==> src/rtl/bme_pkg.sv <==
package bme_pkg;
  localparam int BLK      = 16;                     // block width and height, engine count
  localparam int RANGE    = 16;                     // search from -RANGE to RANGE-1
  localparam int SA_ROWS  = BLK + 2 * RANGE;        // window rows held
  localparam int SA_WORDS = (BLK + 2 * RANGE) / BLK;// words per window row
  localparam int N_BATCH  = 2 * RANGE / BLK;        // engine batches per dy
  localparam int N_DY     = 2 * RANGE;
  localparam int ACC_W    = $clog2(BLK * BLK + 1);
  localparam int CNT_W    = $clog2(BLK + 1);
  localparam int ROW_W    = $clog2(BLK);
  localparam int DY_W     = $clog2(N_DY);
  localparam int BATCH_W  = (N_BATCH > 1) ? $clog2(N_BATCH) : 1;
  localparam int SAR_W    = $clog2(SA_ROWS);
  localparam int WSEL_W   = $clog2(SA_WORDS);
  localparam int VEC_W    = $clog2(RANGE) + 2;
  localparam int SAD_MAX  = BLK * BLK;

  typedef struct packed {
    logic              clear;
    logic              rdEn;
    logic [SAR_W-1:0]  saRow;
    logic [WSEL_W-1:0] wordSel;
    logic [ROW_W-1:0]  curRow;
    logic              first;
    logic              last;
    logic              finalBatch;
    logic [VEC_W-1:0]  baseDx;
    logic [VEC_W-1:0]  baseDy;
  } ctrl_t;
endpackage

==> src/rtl/bme_ctrl.sv <==
module bme_ctrl
  import bme_pkg::*;
(
  input  logic  clk,
  input  logic  rst,
  input  logic  start,
  output ctrl_t ctl
);
  logic               running;
  logic [DY_W-1:0]    dyIdx;
  logic [BATCH_W-1:0] batch;
  logic [ROW_W-1:0]   row;

  wire lastRow   = (row == ROW_W'(BLK - 1));
  wire lastBatch = (batch == BATCH_W'(N_BATCH - 1));
  wire lastDy    = (dyIdx == DY_W'(N_DY - 1));

  always_ff @(posedge clk) begin
    if (rst) begin
      running <= 1'b0;
      dyIdx   <= '0;
      batch   <= '0;
      row     <= '0;
    end else if (start) begin
      running <= 1'b1;
      dyIdx   <= '0;
      batch   <= '0;
      row     <= '0;
    end else if (running) begin
      row <= row + 1'b1;
      if (lastRow) begin
        row <= '0;
        if (lastBatch) begin
          batch <= '0;
          if (lastDy) running <= 1'b0;
          else        dyIdx   <= dyIdx + 1'b1;
        end else begin
          batch <= batch + 1'b1;
        end
      end
    end
  end

  always_comb begin
    ctl.clear      = start;
    ctl.rdEn       = running && !start;
    ctl.saRow      = SAR_W'(dyIdx) + SAR_W'(row);
    ctl.wordSel    = WSEL_W'(batch);
    ctl.curRow     = row;
    ctl.first      = (row == '0);
    ctl.last       = lastRow;
    ctl.finalBatch = lastDy && lastBatch;
    ctl.baseDx     = VEC_W'(batch) * VEC_W'(BLK) - VEC_W'(RANGE);
    ctl.baseDy     = VEC_W'(dyIdx) - VEC_W'(RANGE);
  end
endmodule

==> src/rtl/bme_sad_engine.sv <==
module bme_sad_engine
  import bme_pkg::*;
(
  input  logic             clk,
  input  logic             rst,
  input  logic             clear,
  input  logic             en,
  input  logic             first,
  input  logic [BLK-1:0]   curRow,
  input  logic [BLK-1:0]   candRow,
  output logic [ACC_W-1:0] runSum
);
  logic [ACC_W-1:0] acc;
  logic [BLK-1:0]   diff;
  logic [CNT_W-1:0] ones;

  always_comb begin
    diff = curRow ^ candRow;
    ones = '0;
    for (int k = 0; k < BLK; k++) ones = ones + CNT_W'(diff[k]);
    runSum = (first ? '0 : acc) + ACC_W'(ones);
  end

  always_ff @(posedge clk) begin
    if (rst || clear) acc <= '0;
    else if (en)      acc <= runSum;
  end
endmodule

==> src/rtl/bme_datapath.sv <==
module bme_datapath
  import bme_pkg::*;
(
  input  logic              clk,
  input  logic              rst,
  input  ctrl_t             ctl,
  input  logic              curWe,
  input  logic [ROW_W-1:0]  curWrRow,
  input  logic [BLK-1:0]    curWrData,
  input  logic              saWe,
  input  logic [SAR_W-1:0]  saWrRow,
  input  logic [WSEL_W-1:0] saWrWord,
  input  logic [BLK-1:0]    saWrData,
  output logic [ACC_W-1:0]  bestSad,
  output logic [VEC_W-1:0]  bestDx,
  output logic [VEC_W-1:0]  bestDy,
  output logic              done
);
  logic [BLK-1:0] curMem [BLK];
  logic [BLK-1:0] saMem  [SA_ROWS][SA_WORDS];

  always_ff @(posedge clk) begin
    if (curWe) curMem[curWrRow] <= curWrData;
    if (saWe && (int'(saWrRow) < SA_ROWS) && (int'(saWrWord) < SA_WORDS))
      saMem[saWrRow][saWrWord] <= saWrData;
  end

  // read stage
  logic               s1Valid, s1First, s1Last, s1Final;
  logic [2*BLK-1:0]   s1Word;
  logic [BLK-1:0]     s1Cur;
  logic [VEC_W-1:0]   s1Dx, s1Dy;

  always_ff @(posedge clk) begin
    if (rst || ctl.clear) s1Valid <= 1'b0;
    else                  s1Valid <= ctl.rdEn;
    s1Word  <= {saMem[ctl.saRow][ctl.wordSel], saMem[ctl.saRow][ctl.wordSel + 1'b1]};
    s1Cur   <= curMem[ctl.curRow];
    s1First <= ctl.first;
    s1Last  <= ctl.last;
    s1Final <= ctl.finalBatch;
    s1Dx    <= ctl.baseDx;
    s1Dy    <= ctl.baseDy;
  end

  // engine array: engine i sees bits [2*BLK-1-i : BLK-i]
  logic [ACC_W-1:0] sums [BLK];

  for (genvar i = 0; i < BLK; i++) begin : g_engine
    bme_sad_engine u_eng (
      .clk    (clk),
      .rst    (rst),
      .clear  (ctl.clear),
      .en     (s1Valid),
      .first  (s1First),
      .curRow (s1Cur),
      .candRow(s1Word[2*BLK-1-i -: BLK]),
      .runSum (sums[i])
    );
  end

  // compare-and-select
  logic [ACC_W-1:0] sadReg [BLK];
  logic [VEC_W-1:0] tagDx, tagDy;
  logic             tagFinal;
  logic             scanActive, bestValid;
  logic [ROW_W-1:0] scanIdx;

  wire              latchBatch = s1Valid && s1Last;
  wire [ACC_W-1:0]  candSad    = sadReg[scanIdx];
  wire              better     = !bestValid || (candSad < bestSad);
  wire              scanEnd    = (scanIdx == ROW_W'(BLK - 1));

  always_ff @(posedge clk) begin
    if (latchBatch) begin
      for (int i = 0; i < BLK; i++) sadReg[i] <= sums[i];
      tagDx    <= s1Dx;
      tagDy    <= s1Dy;
      tagFinal <= s1Final;
    end
  end

  always_ff @(posedge clk) begin
    if (rst || ctl.clear) begin
      scanActive <= 1'b0;
      scanIdx    <= '0;
      bestValid  <= 1'b0;
      bestSad    <= ACC_W'(SAD_MAX);
      bestDx     <= '0;
      bestDy     <= '0;
      done       <= 1'b0;
    end else begin
      done <= 1'b0;
      if (scanActive && better) begin
        bestValid <= 1'b1;
        bestSad   <= candSad;
        bestDx    <= tagDx + VEC_W'(scanIdx);
        bestDy    <= tagDy;
      end
      if (scanActive && scanEnd && tagFinal) done <= 1'b1;
      if (latchBatch) begin
        scanActive <= 1'b1;
        scanIdx    <= '0;
      end else if (scanActive) begin
        if (scanEnd) scanActive <= 1'b0;
        scanIdx <= scanIdx + 1'b1;
      end
    end
  end
endmodule

==> src/rtl/bme_search.sv <==
module bme_search
  import bme_pkg::*;
(
  input  logic              clk,
  input  logic              rst,
  input  logic              start,
  input  logic              curWe,
  input  logic [ROW_W-1:0]  curWrRow,
  input  logic [BLK-1:0]    curWrData,
  input  logic              saWe,
  input  logic [SAR_W-1:0]  saWrRow,
  input  logic [WSEL_W-1:0] saWrWord,
  input  logic [BLK-1:0]    saWrData,
  output logic [ACC_W-1:0]  bestSad,
  output logic [VEC_W-1:0]  bestDx,
  output logic [VEC_W-1:0]  bestDy,
  output logic              done
);
  ctrl_t ctl;

  bme_ctrl u_ctrl (
    .clk  (clk),
    .rst  (rst),
    .start(start),
    .ctl  (ctl)
  );

  bme_datapath u_dp (
    .clk      (clk),
    .rst      (rst),
    .ctl      (ctl),
    .curWe    (curWe),
    .curWrRow (curWrRow),
    .curWrData(curWrData),
    .saWe     (saWe),
    .saWrRow  (saWrRow),
    .saWrWord (saWrWord),
    .saWrData (saWrData),
    .bestSad  (bestSad),
    .bestDx   (bestDx),
    .bestDy   (bestDy),
    .done     (done)
  );
endmodule

==> config.mk <==
export PLATFORM = sky130hd
export DESIGN_NAME = bme_search
export DESIGN_NICKNAME = d
export VERILOG_FILES = /design/src/rtl/bme_pkg.sv /design/src/rtl/bme_ctrl.sv /design/src/rtl/bme_sad_engine.sv /design/src/rtl/bme_datapath.sv /design/src/rtl/bme_search.sv
export SDC_FILE = /design/constraint.sdc
export NUM_CORES = 2
export LEC_CHECK = 0
export BUFFER_PORTS_ARGS = -buffer_cell sky130_fd_sc_hd__buf_4
export CAP_MARGIN = 30
export CORE_ASPECT_RATIO = 0.5
export CORE_UTILIZATION = 25
export CTS_CLUSTER_DIAMETER = 80
export CTS_CLUSTER_SIZE = 28
export DETAILED_ROUTE_END_ITERATION = 10
export GPL_TIMING_DRIVEN = 0
export MAX_ROUTING_LAYER = met4
export RECOVER_POWER = 50
export SETUP_SLACK_MARGIN = 0.1
export SYNTH_ARGS = -nofsm -noshare
export SYNTH_HDL_FRONTEND = slang
export SYNTH_SLANG_ARGS = --single-unit
==> constraint.sdc <==
create_clock -name clk -period 5.4 [get_ports clk]
set_clock_uncertainty 0.1 [all_clocks]
set_input_delay 0.81 -clock clk [delete_from_list [all_inputs] [get_ports clk]]
set_output_delay 0.81 -clock clk [all_outputs]
set_load 0.03 [all_outputs]
## Word-level counts from Yosys, hierarchy flattened

Memory sizes are Yosys's and may differ from the RTL's. A register that Yosys moved wholly into a read port is not among the register bits.
Index checks and enable logic that the tools add are counted.

- Bits in registers: 244
- RAM bits: 2704
- Bits of input ports: 49
- Output and inout port bits: 22
- Word-level logic and storage cells: 396
- Memories: 3

Memory list:

| memory | depth | bits a word | rd ports | clocked after Yosys merged registers in | wr ports | line | source |
|---|---|---|---|---|---|---|---|
| u_dp.saMem | 48 | 48 | 1 | 0 | 1 | bme_datapath.sv:20 | `logic [BLK-1:0] saMem [SA_ROWS][SA_WORDS];` |
| u_dp.curMem | 16 | 16 | 1 | 1 | 1 | bme_datapath.sv:19 | `logic [BLK-1:0] curMem [BLK];` |
| u_dp.sadReg | 16 | 9 | 1 | 1 | 16 | bme_datapath.sv:63 | `logic [ACC_W-1:0] sadReg [BLK];` |

- Add/sub/neg operators: 265
- $lt $le $gt $ge: 7
- Equality and inequality tests: 3
- Muxes and demuxes: 43
- Bitwise operators: 20
- Reductions and logical operators: 18

Operator list:

| kind | count |
|---|---|
| $add A5 B1 Y5 | 176 |
| $xor A16 B16 Y16 | 16 |
| $add A9 B5 Y9 | 16 |
| $mux W9 | 16 |
| $add A4 B1 Y5 | 16 |
| $mux W16 | 5 |
| $add A3 B1 Y4 | 16 |
| $bmux W16 S2 | 2 |
| $add A2 B1 Y3 | 16 |
| $mux W48 | 1 |
| $add A1 B1 Y2 | 16 |
| $demux W16 S2 | 1 |
| $mux W1 | 15 |
| $mux W4 | 3 |
| $sub A5 B5 Y6 const B | 2 |
| $ge A3 B3 Y1 const B | 3 |
| $logic_and A1 B1 Y1 | 9 |
| $lt A9 B9 Y1 | 1 |
| $add A4 B1 Y4 const B | 2 |
| $eq A4 B4 Y1 const B | 2 |
| $add A5 B4 Y6 | 1 |
| $add A6 B4 Y6 | 1 |
| $lt A6 B6 Y1 const B | 1 |
| $not A2 Y3 | 2 |
| 14 further kinds | 17 |

## Longest topological paths before layout

- Word-level depth: 17
- Depth in mapped cells: 19
- Depth with buffers taken out: 17

## Hierarchy

From an unflattened synthesis, not the netlist that was laid out.

- Cell total of the unflattened synthesis: 7281
- Area total of the unflattened synthesis: 127726.2 um^2

Modules (own cells, without submodules):

| module | instances | cells an instance | area each (um^2) | seq. area each (um^2) |
|---|---|---|---|---|
| bme_datapath | 1 | 4960 | 107355.5 | 83490.1 |
| bme_sad_engine | 16 | 139 | 1221.2 | 180.2 |
| bme_ctrl | 1 | 97 | 832.0 | 220.2 |

## Least setup slack after synthesis

No wires, ideal clock.

- Path kind: register -> register
- Start point: reg u_dp.s1Cur[15], read port of u_dp.curMem
- End point: mem u_dp.sadReg[9][8] (netlist bit) (data pin)
- Library setup time: 0.266 ns
- Arrival: 4.907 ns
- Required time: 5.034 ns
- Setup slack: 0.127 ns
- Cell stages (with the launch flop): 19
- Buffers on the path: 2
- Clock period less this slack: 5.273 ns
- Path through: dfxtp_1 -> clkbuf_1 -> clkbuf_1 -> xnor2_1 -> fa_1 -> inv_1 -> fa_1 -> fa_1 -> fa_1 -> inv_1 -> fa_1 -> fa_1 -> nor2b_1 -> o21ai_0 -> nand2b_1 -> and2_1 -> o2111ai_1 -> xor2_1 -> nor2_1

RTL lines:

| element | line | source |
|---|---|---|
| start, declared | bme_datapath.sv:31 | `logic [BLK-1:0] s1Cur;` |
| end, declared | bme_datapath.sv:63 |  |

## Final worst setup path

- Start point: reg u_ctrl.dyIdx[0]
- End point: reg u_dp.s1Word[28]

- Longest elaborated chain between the ends: 5

RTL lines:

| element | line | source |
|---|---|---|
| start, declared | bme_ctrl.sv:10 | `logic [DY_W-1:0] dyIdx;` |
| start signal, assigned | bme_ctrl.sv:36 | `else dyIdx <= dyIdx + 1'b1;` |
| $add A5 B4 Y6 | bme_ctrl.sv:47 | `ctl.saRow = SAR_W'(dyIdx) + SAR_W'(row);` |
| $mem_v2 Z48 W48 | -- |  |
| $bmux W16 S2 | bme_datapath.sv:37 | `s1Word <= {saMem[ctl.saRow][ctl.wordSel], saMem[ctl.saRow][ctl.wordSel + 1'b1]};` |
| $mux W16 (implied by the code) (2 in series) | bme_datapath.sv:37 |  |
| end signal, assigned | bme_datapath.sv:37 |  |
| end, declared | bme_datapath.sv:30 | `logic [2*BLK-1:0] s1Word;` |

Every way passes these cells. The select of a mux whose other input is x is not followed.
A chain may end at the register's enable or synchronous reset.

==> run metrics <==
PD cells=310.3 nW/um^2; Final period util=0.9894; post-synthesis cell count=6898; pin count of the biggest net entering global routing=between 100 and 150; total power=43.46 mW; main combinational cell family by area after synthesis=multiplexers; setup tns final=0 ps; clk slew on worst S/H paths=100 ps; Core ar.=487100 um^2; die height=497.0 um; number of warnings issued by yosys=0; initial core utilization=0.2515; wire per inst=24.30 um; simple-gate share of the synthesized area=0.05081; post-route worst setup slack=around 57 ps; critical path capture point type=flop; CTS root buf=clkbuf_16; async set-reset flop share out of synthesis=0; Die Area=roughly 490000 um^2; Post-DP Area=135500 um^2; Setup-failing EPs final=0; syn_area_per_cell=17.76 um^2; CP Launch Type=flop; Max Fclk=around 0.19 GHz; CTS Buf Count=147; fin area=140000 um^2; Nets=7742; Vias=64560; Remaining DRCs=0; Hold Fails Final Rpt=0; most frequent cells in the layout=edfxtp_1 (2663), mux4_2 (705), nand2_1 (504); layout cells sized above 1=0.2179; Data arrival, critical path=5940 ps; Syn Std Cell Area=122500 um^2; reg2reg start=u_ctrl.dyIdx[0]$_SDFFE_PP0P_; DR pass1 iterations=8; vias in the first global route=64290; Overall Global Routing Usage=0.1362; worst hold-check path type=input pin to flop; clk_lat worst skew=900 ps; worst setup path start=u_ctrl.dyIdx[0]$_SDFFE_PP0P_; Initial DRC Count=7532; IO buf count=68; XOR/XNOR Fraction of Synth Area=0.02573; first-pass GRT wire length=478700 um; vias per cell=~4.6; TritonCTS clock tree=yes; Sink Count=2905; antenna violations before repair=27; DP HPWL=238400 um; Top FF cell, synth=edfxtp_1; final hold slack=106.2 ps; P_leak=43.68 nW; most common cell after layout, fill and taps aside=edfxtp_1; EDFF count, synth=roughly 2700; total I/O pin count=71; adder-cell area share of the yosys netlist=0.04634; total gr overflow=0; Seq/Total Area, Yosys=0.6922; deepest clock path buffer count=4; VDD IR-drop max=248.4 uV; std cell rows=181; Net Count, Synth=7285; Least-Margin Pin Slew=just over 4000 ps; Synth Area in Compound Gates=0.01994; worst rel slew slack=-1.728; post-synthesis mux area share=0.1417; antenna-violating nets left=0; #FFs+latches synth=roughly 2900; area grow syn2layout=14.29%; failing checks=max-capacitance violations, max-slew violations; outcome=finished, violations left; htree depth=4; # fillers=47920; unrepaired setup endpoints after global routing=yes; DIE WIDTH=approximately 990 um; routed wire length=338400 um; Synth cell types=just under 60; Max-cap violations=32; pins over their slew limit=2280; CP max FO=10; pre-CTS setup slack=-1219 ps; worst hold path startpoint=start; min Tclk post-route=between 5000 and 6000 ps; critical path required time=5990 ps; gpl congestion=0.9064; Crit Path Category=flop to flop
[sequential cells by signal, summed over array words and instances (netlist names), 9 cells and up, named ones only]
signal	flops
u_dp.bestSad	9
u_dp.curMem	256
u_dp.g_engine.u_eng.acc	144
u_dp.s1Cur	16
u_dp.s1Word	31
u_dp.saMem	2256
u_dp.sadReg	144
[metrics by stage]
step	util	std cells
detailed placement	0.2781	13690
finish	0.2875	13930
CTS	0.2882	13900
global placement	0.2693	13460
global route	0.2875	13920
floorplan	-	6898
[report_power, final]
part	internal (mW)	switching (mW)	leakage (nW)	total (mW)
combinational	2.16	3.42	15.4	5.58
clock	5.51	7.41	2.18	12.9
sequential	24.9	0.0476	26.1	25.0
[worst max-delay path: stages, from the launching register on]
cell and delay (ps):
dfxtp_1 740, ha_1 320, a21o_1 170, a21oi_1 150, xnor2_2 800, buf_4 470, buf_4 420, clkbuf_1 670
nand2_1 110, nand3_1 300, nand4_1 370, o2bb2ai_1 490
[cells in the mapped netlist (all sizes together) (2+ instances only)]
library cell     n  share of area
nand3b          32         0.0020
nand4           33         0.0017
a32oi           16         0.0011
buf            141         0.0055
nand4b           2        0.00014
nand2b          23         0.0012
a21boi          16        0.00098
a31oi           17        0.00087
a211oi          22         0.0014
nor4            14        0.00071
or4              2        0.00012
nor2           396          0.012
xnor2          193          0.014
a2111oi          2        0.00014
xor2           167          0.012
edfxtp        2663           0.65
o2bb2ai         29         0.0021
fa             193          0.032
o21ai           65         0.0027
inv            321         0.0098
mux2i          111         0.0091
or3              2        0.00010
ha             145          0.015
and2             6        0.00031
and3b            3        0.00021
nor3            22        0.00090
a21oi           73         0.0030
or2              3        0.00015
mux2            33         0.0030
and3             7        0.00036
nor3b           36         0.0022
o22ai            2        0.00010
clkbuf         260         0.0080
nand2          505          0.015
a32o            17         0.0014
a211o           13        0.00093
nor4b           13        0.00093
o31ai           38         0.0023
a21o            20         0.0012
mux4           705           0.13
nor2b          112         0.0057
nand3          158         0.0065
dfxtp          242          0.040
o2111ai         15         0.0011
a221oi           3        0.00021
[area by class of cell]
cell class / count / area, um^2 / share of cell area
multi-input combinational: 3271 / 35750 / 0.2553
tap: 6496 / 8128 / 0.05804
clock inverter: 49 / 646.9 / 0.004619
antenna: 8 / 20.02 / 0.0001430
inverter: 321 / 1210 / 0.008640
sequential: 2905 / 84840 / 0.6059
timing repair buffer: 321 / 3603 / 0.02573
clock buffer: 166 / 3845 / 0.02746
buffer: 388 / 1991 / 0.01422
[timing repair]
action                                 CTS  global route
buffers inserted                         2            20
hold buffers                             1             0
pin swaps                                3            25
gates cloned                             0             0
gates resized for setup                187           127
setup endpoints to repair              277           128
endpoints found under the hold margin    1             0
[routing by layer]
metal  track usage  share of wire  wire (um)  vias up
met4       0.04308          0.038      12790        0
met2        0.2229           0.49     165000     2564
met1        0.1762           0.41     137300    34280
met3       0.01800          0.069      23340      513
met5             -              0          0        -
li1              -              -          -    27210
[cells by family after synthesis]
logic type / after synthesis
xor gates and xnor gates: 360
AOI/OAI and AO/OA: 354
DFF: 2905
adders and majority gates: 338
and+or+nand+nor: 1370
muxes: 849
buffers and inverters: 722
[worst paths after layout]
path,slack [ps],depth (start not counted),endpoint
min,110,3,u_ctrl.running$_SDFF_PP0_
min reg2reg,300,0,u_dp.tagFinal$_DFFE_PP_
max reg2reg,60,11,u_dp.s1Word[28]$_DFF_P_
max,60,11,u_dp.s1Word[28]$_DFF_P_
No activity file was read; power rests on OpenSTA's default activity.
